$ cat config.mk
export PLATFORM = sky130hd
export DESIGN_NAME = mpuart_core
export DESIGN_NICKNAME = d
export VERILOG_FILES = /design/src/rtl/mpuart_pkg.sv /design/src/rtl/mpuart_rate.sv /design/src/rtl/mpuart_tx.sv /design/src/rtl/mpuart_rx.sv /design/src/rtl/mpuart_core.sv
export SDC_FILE = /design/constraint.sdc
export NUM_CORES = 1
export LEC_CHECK = 0
export BUFFER_PORTS_ARGS = -buffer_cell sky130_fd_sc_hd__buf_4
export CAP_MARGIN = 20
export CORE_MARGIN = 10
export CORE_UTILIZATION = 45
export CTS_CLUSTER_SIZE = 30
export DETAILED_ROUTE_END_ITERATION = 8
export PLACE_DENSITY = 0.67
export SKIP_CTS_REPAIR_TIMING = 1
export SLEW_MARGIN = 20
export SYNTH_ARGS = -nofsm -noshare
export SYNTH_HDL_FRONTEND = slang
export SYNTH_SLANG_ARGS = --single-unit
$ cat constraint.sdc
create_clock -name clk -period 3.67 [get_ports clk]
set_clock_uncertainty 0.1 [all_clocks]
set_input_delay 0 -clock clk [delete_from_list [all_inputs] [get_ports clk]]
set_output_delay 0 -clock clk [all_outputs]
set_load 0.01 [all_outputs]
$ cat src/rtl/mpuart_pkg.sv
package mpuart_pkg;

   typedef enum logic [1:0] {
      PM_OFF_LO = 2'b00,
      PM_VAR10  = 2'b01,
      PM_FIX11  = 2'b10,
      PM_OFF_HI = 2'b11
   } port_mode_e;

   function automatic logic mode_is_live(input logic [1:0] m);
      return (m == PM_VAR10) || (m == PM_FIX11);
   endfunction

   function automatic logic vote3(input logic a, input logic b, input logic c);
      return (a & b) | (a & c) | (b & c);
   endfunction

endpackage

$ cat src/rtl/mpuart_rate.sv
module mpuart_rate #(
   parameter int OVS         = 16,
   parameter int FIX_DIV     = 64,
   parameter bit SPLIT_TICKS = 1'b1
) (
   input  logic clk,
   input  logic rst_n,
   input  logic fixed_mode,
   input  logic dbl,
   input  logic tx_tick_in,
   input  logic rx_tick_in,
   output logic tx_stk,
   output logic rx_stk
);
   localparam int PER = FIX_DIV / OVS;
   localparam int DW  = (PER > 2) ? $clog2(PER) : 1;

   logic [DW-1:0] div_q;
   logic [DW-1:0] lim;
   logic          fix_stk;

   assign lim     = dbl ? DW'(PER / 2 - 1) : DW'(PER - 1);
   assign fix_stk = (div_q >= lim);

   always_ff @(posedge clk) begin
      if (!rst_n)       div_q <= '0;
      else if (fix_stk) div_q <= '0;
      else              div_q <= div_q + 1'b1;
   end

   assign tx_stk = fixed_mode ? fix_stk : tx_tick_in;

   generate
      if (SPLIT_TICKS) begin : g_split
         assign rx_stk = fixed_mode ? fix_stk : rx_tick_in;
      end else begin : g_shared
         assign rx_stk = tx_stk;
      end
   endgenerate

endmodule

$ cat src/rtl/mpuart_tx.sv
module mpuart_tx #(
   parameter int DATA_W = 8,
   parameter int OVS    = 16
) (
   input  logic              clk,
   input  logic              rst_n,
   input  logic              stk,
   input  logic              wr,
   input  logic [DATA_W-1:0] wdata,
   input  logic              ninth_in,
   input  logic              nine,
   input  logic              mode_ok,
   output logic              txd,
   output logic              stop_set
);
   localparam int PH_W  = $clog2(OVS);
   localparam int CNT_W = $clog2(DATA_W + 3);
   localparam int SH_W  = DATA_W + 2;

   logic [PH_W-1:0]  ph;
   logic [SH_W-1:0]  sh;
   logic [CNT_W-1:0] cnt;
   logic             run;
   logic             pend;
   logic             nine_q;
   logic             txd_q;
   logic             bnd;
   logic             take_wr;

   assign bnd     = stk && (ph == PH_W'(OVS - 1));
   assign take_wr = wr && mode_ok && !pend && (!run || (cnt == '0));

   always_ff @(posedge clk) begin
      if (!rst_n) begin
         ph     <= '0;
         sh     <= '1;
         cnt    <= '0;
         run    <= 1'b0;
         pend   <= 1'b0;
         nine_q <= 1'b0;
         txd_q  <= 1'b1;
      end else begin
         if (stk) ph <= ph + 1'b1;
         if (take_wr) begin
            sh     <= {1'b1, (nine ? ninth_in : 1'b1), wdata};
            nine_q <= nine;
            pend   <= 1'b1;
         end
         if (bnd) begin
            if (run && (cnt != '0)) begin
               txd_q <= sh[0];
               sh    <= {1'b1, sh[SH_W-1:1]};
               cnt   <= cnt - 1'b1;
            end else if (pend) begin
               txd_q <= 1'b0;
               run   <= 1'b1;
               cnt   <= nine_q ? CNT_W'(DATA_W + 2) : CNT_W'(DATA_W + 1);
               pend  <= 1'b0;
            end else begin
               run <= 1'b0;
            end
         end
      end
   end

   assign stop_set = bnd && run && (cnt == CNT_W'(1));
   assign txd      = txd_q;

endmodule

$ cat src/rtl/mpuart_rx.sv
module mpuart_rx
   import mpuart_pkg::*;
#(
   parameter int DATA_W = 8,
   parameter int OVS    = 16,
   parameter bit MAJ3   = 1'b1
) (
   input  logic              clk,
   input  logic              rst_n,
   input  logic              stk,
   input  logic              rxd_s,
   input  logic              en,
   input  logic              flag_now,
   input  logic              filt,
   output logic              acc,
   output logic [DATA_W-1:0] acc_data,
   output logic              acc_ninth
);
   localparam int PH_W = $clog2(OVS);
   localparam int MID  = OVS / 2;
   localparam int LAST = DATA_W + 1;
   localparam int BI_W = $clog2(DATA_W + 2);

   logic              act;
   logic              prev;
   logic [PH_W-1:0]   sc;
   logic [BI_W-1:0]   bi;
   logic              s_a;
   logic              s_b;
   logic [DATA_W-1:0] shd;
   logic              bitv;
   logic              at_a;
   logic              at_b;
   logic              at_d;
   logic              last_shift;

   assign at_a = (sc == PH_W'(MID - 1));
   assign at_b = (sc == PH_W'(MID));
   assign at_d = (sc == PH_W'(MID + 1));

   generate
      if (MAJ3) begin : g_vote
         assign bitv = vote3(s_a, s_b, rxd_s);
      end else begin : g_single
         assign bitv = s_b;
      end
   endgenerate

   assign last_shift = stk && act && en && at_d && (bi == BI_W'(LAST));
   assign acc        = last_shift && !flag_now && (!filt || bitv);
   assign acc_data   = shd;
   assign acc_ninth  = bitv;

   always_ff @(posedge clk) begin
      if (!rst_n) begin
         act  <= 1'b0;
         prev <= 1'b1;
         sc   <= '0;
         bi   <= '0;
         s_a  <= 1'b1;
         s_b  <= 1'b1;
         shd  <= '0;
      end else if (stk) begin
         prev <= rxd_s;
         if (!act) begin
            if (en && prev && !rxd_s) begin
               act <= 1'b1;
               sc  <= PH_W'(1);
               bi  <= '0;
            end
         end else if (!en) begin
            act <= 1'b0;
         end else begin
            if (sc == PH_W'(OVS - 1)) begin
               sc <= '0;
               bi <= bi + 1'b1;
            end else begin
               sc <= sc + 1'b1;
            end
            if (at_a) s_a <= rxd_s;
            if (at_b) s_b <= rxd_s;
            if ((bi == '0) && at_b && rxd_s) act <= 1'b0;
            if (at_d && (bi != '0)) begin
               if (bi <= BI_W'(DATA_W)) shd <= {bitv, shd[DATA_W-1:1]};
               if (bi == BI_W'(LAST))   act <= 1'b0;
            end
         end
      end
   end

endmodule

$ cat src/rtl/mpuart_core.sv
module mpuart_core
   import mpuart_pkg::*;
#(
   parameter int DATA_W      = 8,
   parameter int OVS         = 16,
   parameter int FIX_DIV     = 64,
   parameter bit SPLIT_TICKS = 1'b1,
   parameter bit MAJ3        = 1'b1
) (
   input  logic              clk,
   input  logic              rst_n,
   input  logic [1:0]        mode_sel,
   input  logic              dbl_rate,
   input  logic              tx_rate_tick,
   input  logic              rx_rate_tick,
   input  logic              buf_wr,
   input  logic [DATA_W-1:0] buf_wdata,
   input  logic              tx_ninth,
   input  logic              rx_en,
   input  logic              mp_filter,
   input  logic              tx_flag_clr,
   input  logic              rx_flag_clr,
   input  logic              rxd,
   output logic [DATA_W-1:0] buf_rdata,
   output logic              rx_ninth,
   output logic              tx_flag,
   output logic              rx_flag,
   output logic              txd
);
   initial begin
      assert (OVS >= 8 && (OVS & (OVS - 1)) == 0)
         else $error("mpuart_core: OVS must be a power of two of at least 8");
      assert (FIX_DIV % (2 * OVS) == 0)
         else $error("mpuart_core: FIX_DIV must be a multiple of 2*OVS");
      assert (DATA_W >= 5)
         else $error("mpuart_core: DATA_W must be at least 5");
   end

   logic              mode_ok;
   logic              fixed_mode;
   logic              rx_s1, rx_s2;
   logic              tx_stk, rx_stk;
   logic              stop_set;
   logic              acc;
   logic [DATA_W-1:0] acc_data;
   logic              acc_ninth;
   logic              tx_flag_q, rx_flag_q;
   logic [DATA_W-1:0] rbuf_q;
   logic              rninth_q;

   assign mode_ok    = mode_is_live(mode_sel);
   assign fixed_mode = (mode_sel == PM_FIX11);

   always_ff @(posedge clk) begin
      if (!rst_n) begin
         rx_s1 <= 1'b1;
         rx_s2 <= 1'b1;
      end else begin
         rx_s1 <= rxd;
         rx_s2 <= rx_s1;
      end
   end

   mpuart_rate #(
      .OVS(OVS), .FIX_DIV(FIX_DIV), .SPLIT_TICKS(SPLIT_TICKS)
   ) u_rate (
      .clk(clk), .rst_n(rst_n), .fixed_mode(fixed_mode), .dbl(dbl_rate),
      .tx_tick_in(tx_rate_tick), .rx_tick_in(rx_rate_tick),
      .tx_stk(tx_stk), .rx_stk(rx_stk)
   );

   mpuart_tx #(.DATA_W(DATA_W), .OVS(OVS)) u_tx (
      .clk(clk), .rst_n(rst_n), .stk(tx_stk), .wr(buf_wr), .wdata(buf_wdata),
      .ninth_in(tx_ninth), .nine(fixed_mode), .mode_ok(mode_ok),
      .txd(txd), .stop_set(stop_set)
   );

   mpuart_rx #(.DATA_W(DATA_W), .OVS(OVS), .MAJ3(MAJ3)) u_rx (
      .clk(clk), .rst_n(rst_n), .stk(rx_stk), .rxd_s(rx_s2),
      .en(rx_en && mode_ok), .flag_now(rx_flag_q), .filt(mp_filter),
      .acc(acc), .acc_data(acc_data), .acc_ninth(acc_ninth)
   );

   always_ff @(posedge clk) begin
      if (!rst_n) begin
         tx_flag_q <= 1'b0;
         rx_flag_q <= 1'b0;
         rbuf_q    <= '0;
         rninth_q  <= 1'b0;
      end else begin
         if (stop_set)         tx_flag_q <= 1'b1;
         else if (tx_flag_clr) tx_flag_q <= 1'b0;
         if (acc) begin
            rx_flag_q <= 1'b1;
            rbuf_q    <= acc_data;
            rninth_q  <= acc_ninth;
         end else if (rx_flag_clr) begin
            rx_flag_q <= 1'b0;
         end
      end
   end

   assign tx_flag   = tx_flag_q;
   assign rx_flag   = rx_flag_q;
   assign buf_rdata = rbuf_q;
   assign rx_ninth  = rninth_q;

endmodule

==> metrics.md, run 1 <==
| Metric | Value |
|---|---|
| Status | finished clean |
| Root buffer cell | clkbuf_8 |
| Req. time, crit path | 3.84 ns |
| CTS tree | done |
| Router iterations before antenna repair | 4 |
| Final Hold Fails | 0 |
| Setup TNS | 0 ns |
| Clock transition at path regs | 0.07 ns |
| Vias/cell | 5.49 |
| Syn Area/Cell | 9.10 sq um |
| Top Usage Layer GRT | met2 |
| Post-synthesis simple-gate area fraction | 0.197 |
| Io pins | 34 |
| Total wire length | 6.45 mm |
| Gp weighted congestion | 0.834 |
| Multiplexer share of the synthesized area | 0.0741 |
| Die W | 99.4 microns |
| Met2 GRT Util | 0.200 |
| Synth Area in Adders | 0.0485 |
| Number of port buffers | 33 |
| Pin count of the biggest net entering global routing | 38 |
| Peak supply drop | 0.000256 V |
| Max frequency | 337 MHz |
| # nets final | 394 |
| Largest family of logic cells by synthesized area | compound AO/OA/AOI/OAI gates |
| Met3 usage | 0.0547 |
| CP Max Fanout | 12 |
| CP peak stage delay | 0.78 ns |
| Number of global-route vias before repair | 2293 |
| Most frequent cells in the layout | 57 x dfxtp_1, 34 x buf_4, 26 x nand2_1, 22 x dlygate4sd3_1, 21 x mux2i_1 |
| Max Buffers Root-to-Sink | 2 |
| CP Launch Type | flip-flop |
| Power density over the cells | 388 mW/mm^2 |
| Avg WL per Cell | 14.6 microns |
| Slew @ Worst Pin | 0.786 ns |
| MaxCap Viol Count | 0 |
| M1 GR Usage | 0.162 |
| Critical Path End Type | flip-flop |
| Slew HR | 0.476 |
| EDFF count, synth | 0 |
| Final worst path period share | 0.809 |
| Vias | 2420 |
| CP Cell Sequence | inv_1 -> ha_1 -> or3b_4 -> a2111oi_4 -> a221oi_1 -> o21ai_1 -> dlygate4sd3_1 |
| RSZ-0062 raised after global routing | no |
| Synth Warn # | 0 |
| Critical path buffers and inverters | 2 |
| Grt ovf | 0 |
| Fin. max-slew vios | 0 |
| Crit path max-delay family | compound AO/OA/AOI/OAI gates |
| Fraction of the mapped netlist area in compound gates | 0.211 |
| Asr flop ratio synth | 0 |
| Area delta synth->final | 23.8% |
| Power Total | 1360 uW |
| Global-route wire length before repair | 10.7 mm |
| Critical path class | flip-flop to flip-flop |
| Cells after Synth | 312 |
| Predominant post-synthesis flop cell | dfxtp_1 |
| Yosys cell types | 57 |
| Die area | 0.00988 sq mm |
| WP data arrival | 3.14 ns |
| Clk_lat worst skew | 0.34 ns |
| CTS sink cnt | 57 |
| Die Ht | 99.4 microns |
| Post-synthesis sequential area ratio | 0.402 |
| Core region area | 0.00603 sq mm |
| Diode count | 0 |
| Rows | 28 |
| CTS buffer count | 9 |
| Final worst path period need | 2.97 ns |
| H-Tree Depth | 3 |
| Synthesized area | 0.00284 sq mm |
| Initial antenna violation count | 0 |
| Post-route ant nets | 0 |
| Starting Density | 0.471 |
| Synthesized flop and latch total | 57 |
| Synth Area in XOR/XNOR | 0.0123 |
| Initial drt markers | 90 |
| Critical path's slowest cell | a2111oi_4 |
| Mapped Nets | 345 |
| Hold Crit Class | input port to flip-flop |
| DR DRC count | 0 |
| Hpwl dp | 4.33 mm |
| Final setup fails | 0 |
| Leak | 0.00139 uW |
| GRT Total Usage | 0.131 |
| Commonest non-fill, non-tap cell in the layout | dfxtp_1 |
| Share of layout cells above drive strength 1 | 0.180 |
-- worst paths after layout --
check              start               to  slack (ns)  cells past startpoint
max          u_tx.cnt[0]       u_tx.sh[7]        0.70                      7
max reg2reg  u_tx.cnt[0]       u_tx.sh[7]        0.70                      7
min             dbl_rate  u_rate.div_q[0]        0.03                      4
min reg2reg        rx_s1            rx_s2        0.32                      1
-- per-stage QoR --
| step | hold WS (ns) | util | cell area [sq um] | instances | setup slack, ns |
|---|---|---|---|---|---|
| final | 0.0332 | 0.583 | 3510 | 441 | 0.702 |
| after global routing | 0.0347 | 0.583 | 3510 | 441 | 0.521 |
| after CTS | -0.250 | 0.547 | 3290 | 419 | 1.14 |
| after detailed placement | 0.0875 | 0.516 | 3110 | 403 | 1.17 |
| after global placement | 0.0824 | 0.516 | 3110 | 403 | 1.21 |
| after floorplan | 0.00147 | - | 2840 | 312 | 1.68 |
-- power breakdown --
group          internal [uW]  switching (uW)  total [uW]
sequential               638            16.5         655
combinational           78.6            70.9         149
clock                    310             251         561
total                   1030             338        1360
-- synth_stat cells (9+ instances only) --
library cell,number,share of area
clkbuf_1,10,0.013
nor3_1,9,0.016
a21oi_1,17,0.030
o21ai_0,13,0.023
ha_1,11,0.049
dfxtp_1,57,0.40
o21ai_1,9,0.016
nand2_1,26,0.034
nor2_1,12,0.016
mux2i_1,21,0.074
inv_1,19,0.025
a211oi_1,11,0.029
nor2b_1,10,0.022
-- kinds of logic after synthesis --
group                    after synthesis
AND/OR/NAND/NOR                       99
flip-flops                            57
adder cells (fa/ha/maj)               11
buffers and inverters                 37
multiplexers                          21
XOR/XNOR                               4
AO/OA/AOI/OAI                         83
-- layer usage --
metal  up-vias  share of wire
met5         -              0
met4         0          0.014
met3        10          0.058
met2        47           0.45
met1      1132           0.47
li1       1231              -
-- final cells by class --
type | instances | area [sq um]
Inverter | 19 | 71.3
Clock buffer | 10 | 128
Sequential cell | 57 | 1140
Fill cell | 572 | 2510
Clock inverter | 6 | 58.8
Multi-Input combinational cell | 218 | 1550
Timing Repair Buffer | 56 | 475
Tap cell | 75 | 93.8
-- worst min-delay path, cell delays in order --
cell	delay, ns
buf_4	0.08
ha_1	0.17
nand2b_1	0.13
nor2_1	0.04
-- registers in the layout, summed over array words and instances, names as in the netlist --
| name | cells |
|---|---|
| u_tx.ph | 4 |
| rx_flag | 1 |
| rx_s1 | 1 |
| u_tx.cnt | 4 |
| u_rx.act | 1 |
| u_tx.nine_q | 1 |
| u_rx.bi | 4 |
| u_tx.pend | 1 |
| rx_ninth | 1 |
| u_tx.txd | 1 |
| u_rx.acc_data | 8 |
| buf_rdata | 8 |
| u_rx.sc | 4 |
| u_tx.sh | 10 |
| rx_s2 | 1 |
| u_rate.div_q | 2 |
| u_rx.s_b | 1 |
| u_rx.prev | 1 |
| u_rx.s_a | 1 |
| u_tx.run | 1 |
| tx_flag | 1 |
Power figures use the tool's default switching activity.
==> run 2, diff against run 1 <==
--- a/config.mk
+++ b/config.mk
@@ -11,7 +11,7 @@
 export CORE_UTILIZATION = 45
 export CTS_CLUSTER_SIZE = 30
 export DETAILED_ROUTE_END_ITERATION = 8
-export PLACE_DENSITY = 0.67
+export PLACE_DENSITY = 0.7
 export SKIP_CTS_REPAIR_TIMING = 1
 export SLEW_MARGIN = 20
 export SYNTH_ARGS = -nofsm -noshare
==> constraint.sdc (replaced) <==
create_clock -name clk -period 2.4 [get_ports clk]
set_clock_uncertainty 0.1 [all_clocks]
set_input_delay 0 -clock clk [delete_from_list [all_inputs] [get_ports clk]]
set_output_delay 0 -clock clk [all_outputs]
set_load 0.01 [all_outputs]
==> metrics.md, run 2 (synthesis results as in run 1) <==
| Metric | Value |
|---|---|
| GRT Total Usage | 0.133 |
| Vias/cell | 5.49 |
| CTS buffer count | 9 |
| Slew HR | 0.538 |
| Post-route ant nets | 0 |
| Largest Register | u_tx.sh |
| Max Buffers Root-to-Sink | 2 |
| Status | finished clean |
| Final worst path period need | 2.17 ns |
| DR DRC count | 0 |
| Share of layout cells above drive strength 1 | 0.206 |
| Core region area | 0.00603 sq mm |
| CP Cell Sequence | inv_1 -> ha_1 -> or3b_4 -> a2111oi_4 -> buf_4 -> nor2_2 -> o311ai_2 |
| Peak supply drop | 0.000429 V |
| Final worst path period share | 0.906 |
| Grt ovf | 0 |
| Power Total | 2010 uW |
| Power density over the cells | 582 mW/mm^2 |
| Min Hold Slack | 0.0269 ns |
| Global-route wire length before repair | 10.8 mm |
| Router iterations before antenna repair | 4 |
| Critical path's slowest cell | or3b_4 |
| Leak | 0.00139 uW |
| Starting Density | 0.471 |
| Area of the multi-input gates | 0.00155 sq mm |
| Initial antenna violation count | 0 |
| CP Launch Type | flip-flop |
| CP peak stage delay | 0.43 ns |
| Pin count of the biggest net entering global routing | 37 |
| Hold Crit Class | input port to flip-flop |
| Area delta synth->final | 21.8% |
| Hpwl dp | 4.51 mm |
| Critical path class | flip-flop to flip-flop |
| Avg WL per Cell | 14.8 microns |
| Crit path max-delay family | compound AO/OA/AOI/OAI gates |
| Initial drt markers | 72 |
| Rows | 28 |
| WP data arrival | 2.33 ns |
| Area post-placement | 0.00317 sq mm |
| H-Tree Depth | 3 |
| Number of global-route vias before repair | 2293 |
| # nets final | 392 |
| Clock transition at path regs | 0.07 ns |
| Die Ht | 99.4 microns |
| Setup TNS | 0 ns |
| Final Hold Fails | 0 |
| MaxCap Viol Count | 0 |
| Die area | 0.00988 sq mm |
| Slew @ Worst Pin | 0.690 ns |
| CP Max Fanout | 10 |
| Clk_lat worst skew | 0.34 ns |
| Most frequent cells in the layout | 57 x dfxtp_1, 43 x buf_4, 26 x nand2_1, 21 x mux2i_1, 19 x inv_1 |
| Utilization after layout | 0.574 |
| Gp weighted congestion | 0.817 |
| Critical path buffers and inverters | 2 |
| Total wire length | 6.51 mm |
| Number of port buffers | 33 |
| Root buffer cell | clkbuf_8 |
| Commonest non-fill, non-tap cell in the layout | dfxtp_1 |
| Sequential Area | 0.00114 sq mm |
| RSZ-0062 raised after global routing | no |
| Fillcell total | 546 |
| Final setup fails | 0 |
| Critical Path End Type | flip-flop |
| Max frequency | 460 MHz |
| CTS tree | done |
| Vias | 2410 |
| CTS sink cnt | 57 |
| Io pins | 34 |
| Diode count | 0 |
| Fin. max-slew vios | 0 |
| Final Cell Area | 0.00346 sq mm |
| Max reg flops | 10 |
| Die W | 99.4 microns |
| Req. time, crit path | 2.56 ns |
-- run 2: cell count changes in the layout (fill, tap and decap cells not counted), sizes merged --
cell	delta
buf	+9
bufinv	-1
clkbuf	+1
clkinv	-1
clkinvlp	+1
dlygate4sd3	-11
-- run 2: cell type report --
| type | count | share of cell area |
|---|---|---|
| Clock buffer | 11 | 0.0409 |
| Tap cell | 75 | 0.0271 |
| Inverter | 19 | 0.0206 |
| Clock inverter | 5 | 0.00905 |
| Multi-Input combinational cell | 218 | 0.447 |
| Timing Repair Buffer | 54 | 0.125 |
| Sequential cell | 57 | 0.330 |
-- run 2: report_power, final --
part	internal (uW)	leakage [uW]	switching (uW)
Sequential	976	0.000463	25.8
Clock	398	0.0000891	397
Combinational	110	0.000836	107
-- run 2: worst reg2reg max path: cells and delay by family (launching register included) --
| family | cells | cell delay [ns] |
|---|---|---|
| buffers and inverters | 2 | 0.34 |
| AO/OA/AOI/OAI | 2 | 0.61 |
| flip-flops | 1 | 0.33 |
| AND/OR/NAND/NOR | 2 | 0.48 |
| adder cells (fa/ha/maj) | 1 | 0.23 |
-- run 2: worst paths after layout --
kind,startpoint,depth (start not counted),slack (ns),end
hold / removal,tx_ninth,3,0.03,u_tx.sh[8]
setup reg to reg,u_tx.cnt[0],7,0.23,u_tx.sh[8]
hold reg to reg,rx_s1,1,0.30,rx_s2
setup / recovery,u_tx.cnt[0],7,0.23,u_tx.sh[8]
-- run 2: routing by layer --
layer	GRT usage	vias up	wire length, microns
met5	0	-	0
met4	0.0474	0	95
met3	0.0561	6	399
met2	0.198	59	2910
met1	0.166	1119	3100
li1	-	1226	-
-- run 2: stage by stage --
step / worst slack (ns) / cells
6_report: 0.226 / 439
5_1_grt: 0.0874 / 439
4_1_cts: 0.221 / 428
3_5_place_dp: 0.262 / 412
3_3_place_gp: 0.302 / 412
2_1_floorplan: 0.406 / 312
==> run 3, diff against run 2 <==
--- a/config.mk
+++ b/config.mk
@@ -11,9 +11,10 @@
 export CORE_UTILIZATION = 45
 export CTS_CLUSTER_SIZE = 30
 export DETAILED_ROUTE_END_ITERATION = 8
-export PLACE_DENSITY = 0.7
+export PLACE_DENSITY_LB_ADDON = 0.15
 export SKIP_CTS_REPAIR_TIMING = 1
 export SLEW_MARGIN = 20
 export SYNTH_ARGS = -nofsm -noshare
 export SYNTH_HDL_FRONTEND = slang
+export SYNTH_HIERARCHICAL = 1
 export SYNTH_SLANG_ARGS = --single-unit
==> metrics.md, run 3 <==
| Metric | Value |
|---|---|
| Status | complete, but fails checks |
| Failing checks | negative hold slack |
| Yosys cell types | 55 |
| Critical path buffers and inverters | 2 |
| Largest Register | u_tx/sh |
| Die W | 97.6 microns |
| Synthesized area | 0.00271 sq mm |
| Req. time, crit path | 2.53 ns |
| Min Hold Slack | -0.00703 ns |
| Most frequent cells in the layout | 57 x dfxtp_1, 39 x buf_4, 20 x mux2i_1, 17 x o21ai_0 |
| Gp weighted congestion | 0.846 |
| Slew @ Worst Pin | 0.562 ns |
| RSZ-0062 raised after global routing | no |
| CP Max Fanout | 10 |
| Ranking of synthesized cells by area | dfxtp_1 42%, mux2i_1 7.4%, ha_1 5.5% |
| DR DRC count | 0 |
| Max reg flops | 10 |
| CP Cell Sequence | inv_1 -> ha_1 -> or3b_4 -> a211oi_4 -> buf_12 -> nor2_1 -> o311ai_0 |
| Number of global-route vias before repair | 2184 |
| Global-route wire length before repair | 10.2 mm |
| Area post-placement | 0.00307 sq mm |
| Die Ht | 97.6 microns |
| Synth Area in XOR/XNOR | 0.0194 |
| EDFF count, synth | 0 |
| Die area | 0.00952 sq mm |
| Synth top area share | 0.421 |
| Mapped Nets | 322 |
| Total wire length | 5.98 mm |
| CTS sink cnt | 57 |
| Final worst path period need | 2.22 ns |
| Synthesized flop and latch total | 57 |
| Clk_lat worst skew | 0.34 ns |
| CP peak stage delay | 0.42 ns |
| CTS tree | done |
| Peak supply drop | 0.000340 V |
| Synth Area in Adders | 0.0591 |
| Area leader, netlist | dfxtp_1 |
| # nets final | 379 |
| Max frequency | 451 MHz |
| Crit path max-delay family | compound AO/OA/AOI/OAI gates |
| Final Cell Area | 0.00345 sq mm |
| MaxCap Viol Count | 0 |
| Vias | 2259 |
| Vias/cell | 5.32 |
| H-Tree Depth | 3 |
| Final worst path period share | 0.923 |
| Cells after Synth | 288 |
| Initial antenna violation count | 0 |
| Fraction of the mapped netlist area in compound gates | 0.177 |
| Leak | 0.00129 uW |
| Commonest cells in the netlist | 57 x dfxtp_1, 20 x mux2i_1, 17 x o21ai_0, 16 x nor2_1, 16 x nor2b_1 |
| Synth Warn # | 6 |
| Count leader, synth | dfxtp_1 |
| Asr flop ratio synth | 0 |
| Critical path's slowest cell | or3b_4 |
| Core region area | 0.00589 sq mm |
| Starting Density | 0.460 |
| Largest family of logic cells by synthesized area | simple AND/OR/NAND/NOR gates |
| CTS buffer count | 9 |
| Share of layout cells above drive strength 1 | 0.197 |
| Diode count | 0 |
| Area delta synth->final | 27.3% |
| Syn Area/Cell | 9.41 sq um |
| Slew HR | 0.624 |
| CP Launch Type | flip-flop |
| Multiplexer share of the synthesized area | 0.0739 |
| Final Hold Fails | 1 |
| Pin count of the biggest net entering global routing | 39 |
| Clock transition at path regs | 0.07 ns |
| Commonest non-fill, non-tap cell in the layout | dfxtp_1 |
| Hpwl dp | 4.15 mm |
| WP data arrival | 2.34 ns |
| Rows | 28 |
| Post-route ant nets | 0 |
| GRT Total Usage | 0.126 |
| Post-synthesis simple-gate area fraction | 0.209 |
| Max Buffers Root-to-Sink | 2 |
| Grt ovf | 0 |
| Critical path class | flip-flop to flip-flop |
| Io pins | 34 |
| Root buffer cell | clkbuf_8 |
| Final setup fails | 0 |
| Power density over the cells | 630 mW/mm^2 |
| Setup TNS | 0 ns |
| Hold Crit Class | input port to flip-flop |
| Number of port buffers | 33 |
| Critical Path End Type | flip-flop |
| Fin. max-slew vios | 0 |
| Initial drt markers | 85 |
| Router iterations before antenna repair | 4 |
| Predominant post-synthesis flop cell | dfxtp_1 |
| Avg WL per Cell | 14.1 microns |
| Post-synthesis sequential area ratio | 0.421 |
-- run 3: changes by cell type after synthesis, sizes merged, moves of 8 or more --
cell	change
a211oi	-11
a21boi	+10
a21oi	-8
a2bb2oi	+8
nand2	-10
nand3	+9
-- run 3: worst min-delay path, cell delays in order --
cell,delay (ns)
buf_4,0.08
ha_1,0.13
or3b_1,0.12
a21oi_2,0.05
-- run 3: metal layers --
layer  track usage  vias to the layer above  routed length [microns]
met5             0                        -                        0
met4        0.0604                        0                      104
met3        0.0455                       11                      308
met2         0.187                       49                     2650
met1         0.156                     1046                     2910
li1              -                     1153                        -
-- run 3: area by class of cell --
cell class                 instances  area, sq um
clock buffer                      10          138
tap                               75         93.8
sequential                        57         1140
clock inverter                     6         91.3
timing repair buffer              54          450
multi-input combinational        208         1480
fill                             529         2440
inverter                          15         56.3
-- run 3: path summary, 6_finish.rpt --
kind | depth (start not counted) | end | slack (ns) | start
setup / recovery | 7 | u_tx/sh[8] | 0.18 | u_tx/cnt[0]
hold / removal | 4 | u_rate/div_q[1] | -0.007 | dbl_rate
hold reg to reg | 1 | rx_s2 | 0.31 | rx_s1
setup reg to reg | 7 | u_tx/sh[8] | 0.18 | u_tx/cnt[0]
-- run 3: logic make-up (layout without fill, tap and decap cells) --
group / count (synthesis) / count (layout)
buf+inv: 23 / 85
simple gates: 101 / 101
mux: 20 / 20
xor+xnor: 6 / 6
compound gates: 68 / 68
fa+ha+maj: 13 / 13
flops: 57 / 57
-- run 3: stage by stage --
stage,util,hold WS [ns],setup WS [ns],cells,power [uW]
after floorplan,-,-0.0270,0.0538,288,1100
after global placement,0.521,0.0890,0.239,395,1150
after detailed placement,0.521,0.0924,0.153,395,1150
after CTS,0.560,-0.263,0.141,411,2180
after global routing,0.586,0.0310,0.0362,425,2270
final,0.586,-0.00703,0.185,425,2170
-- run 3: power breakdown --
part / leakage (uW) / switching [uW] / internal [uW] / total [uW]
sequential: 0.000462 / 18.2 / 967 / 986
combinational: 0.000726 / 69.7 / 93.4 / 163
clock: 0.000105 / 411 / 614 / 1020
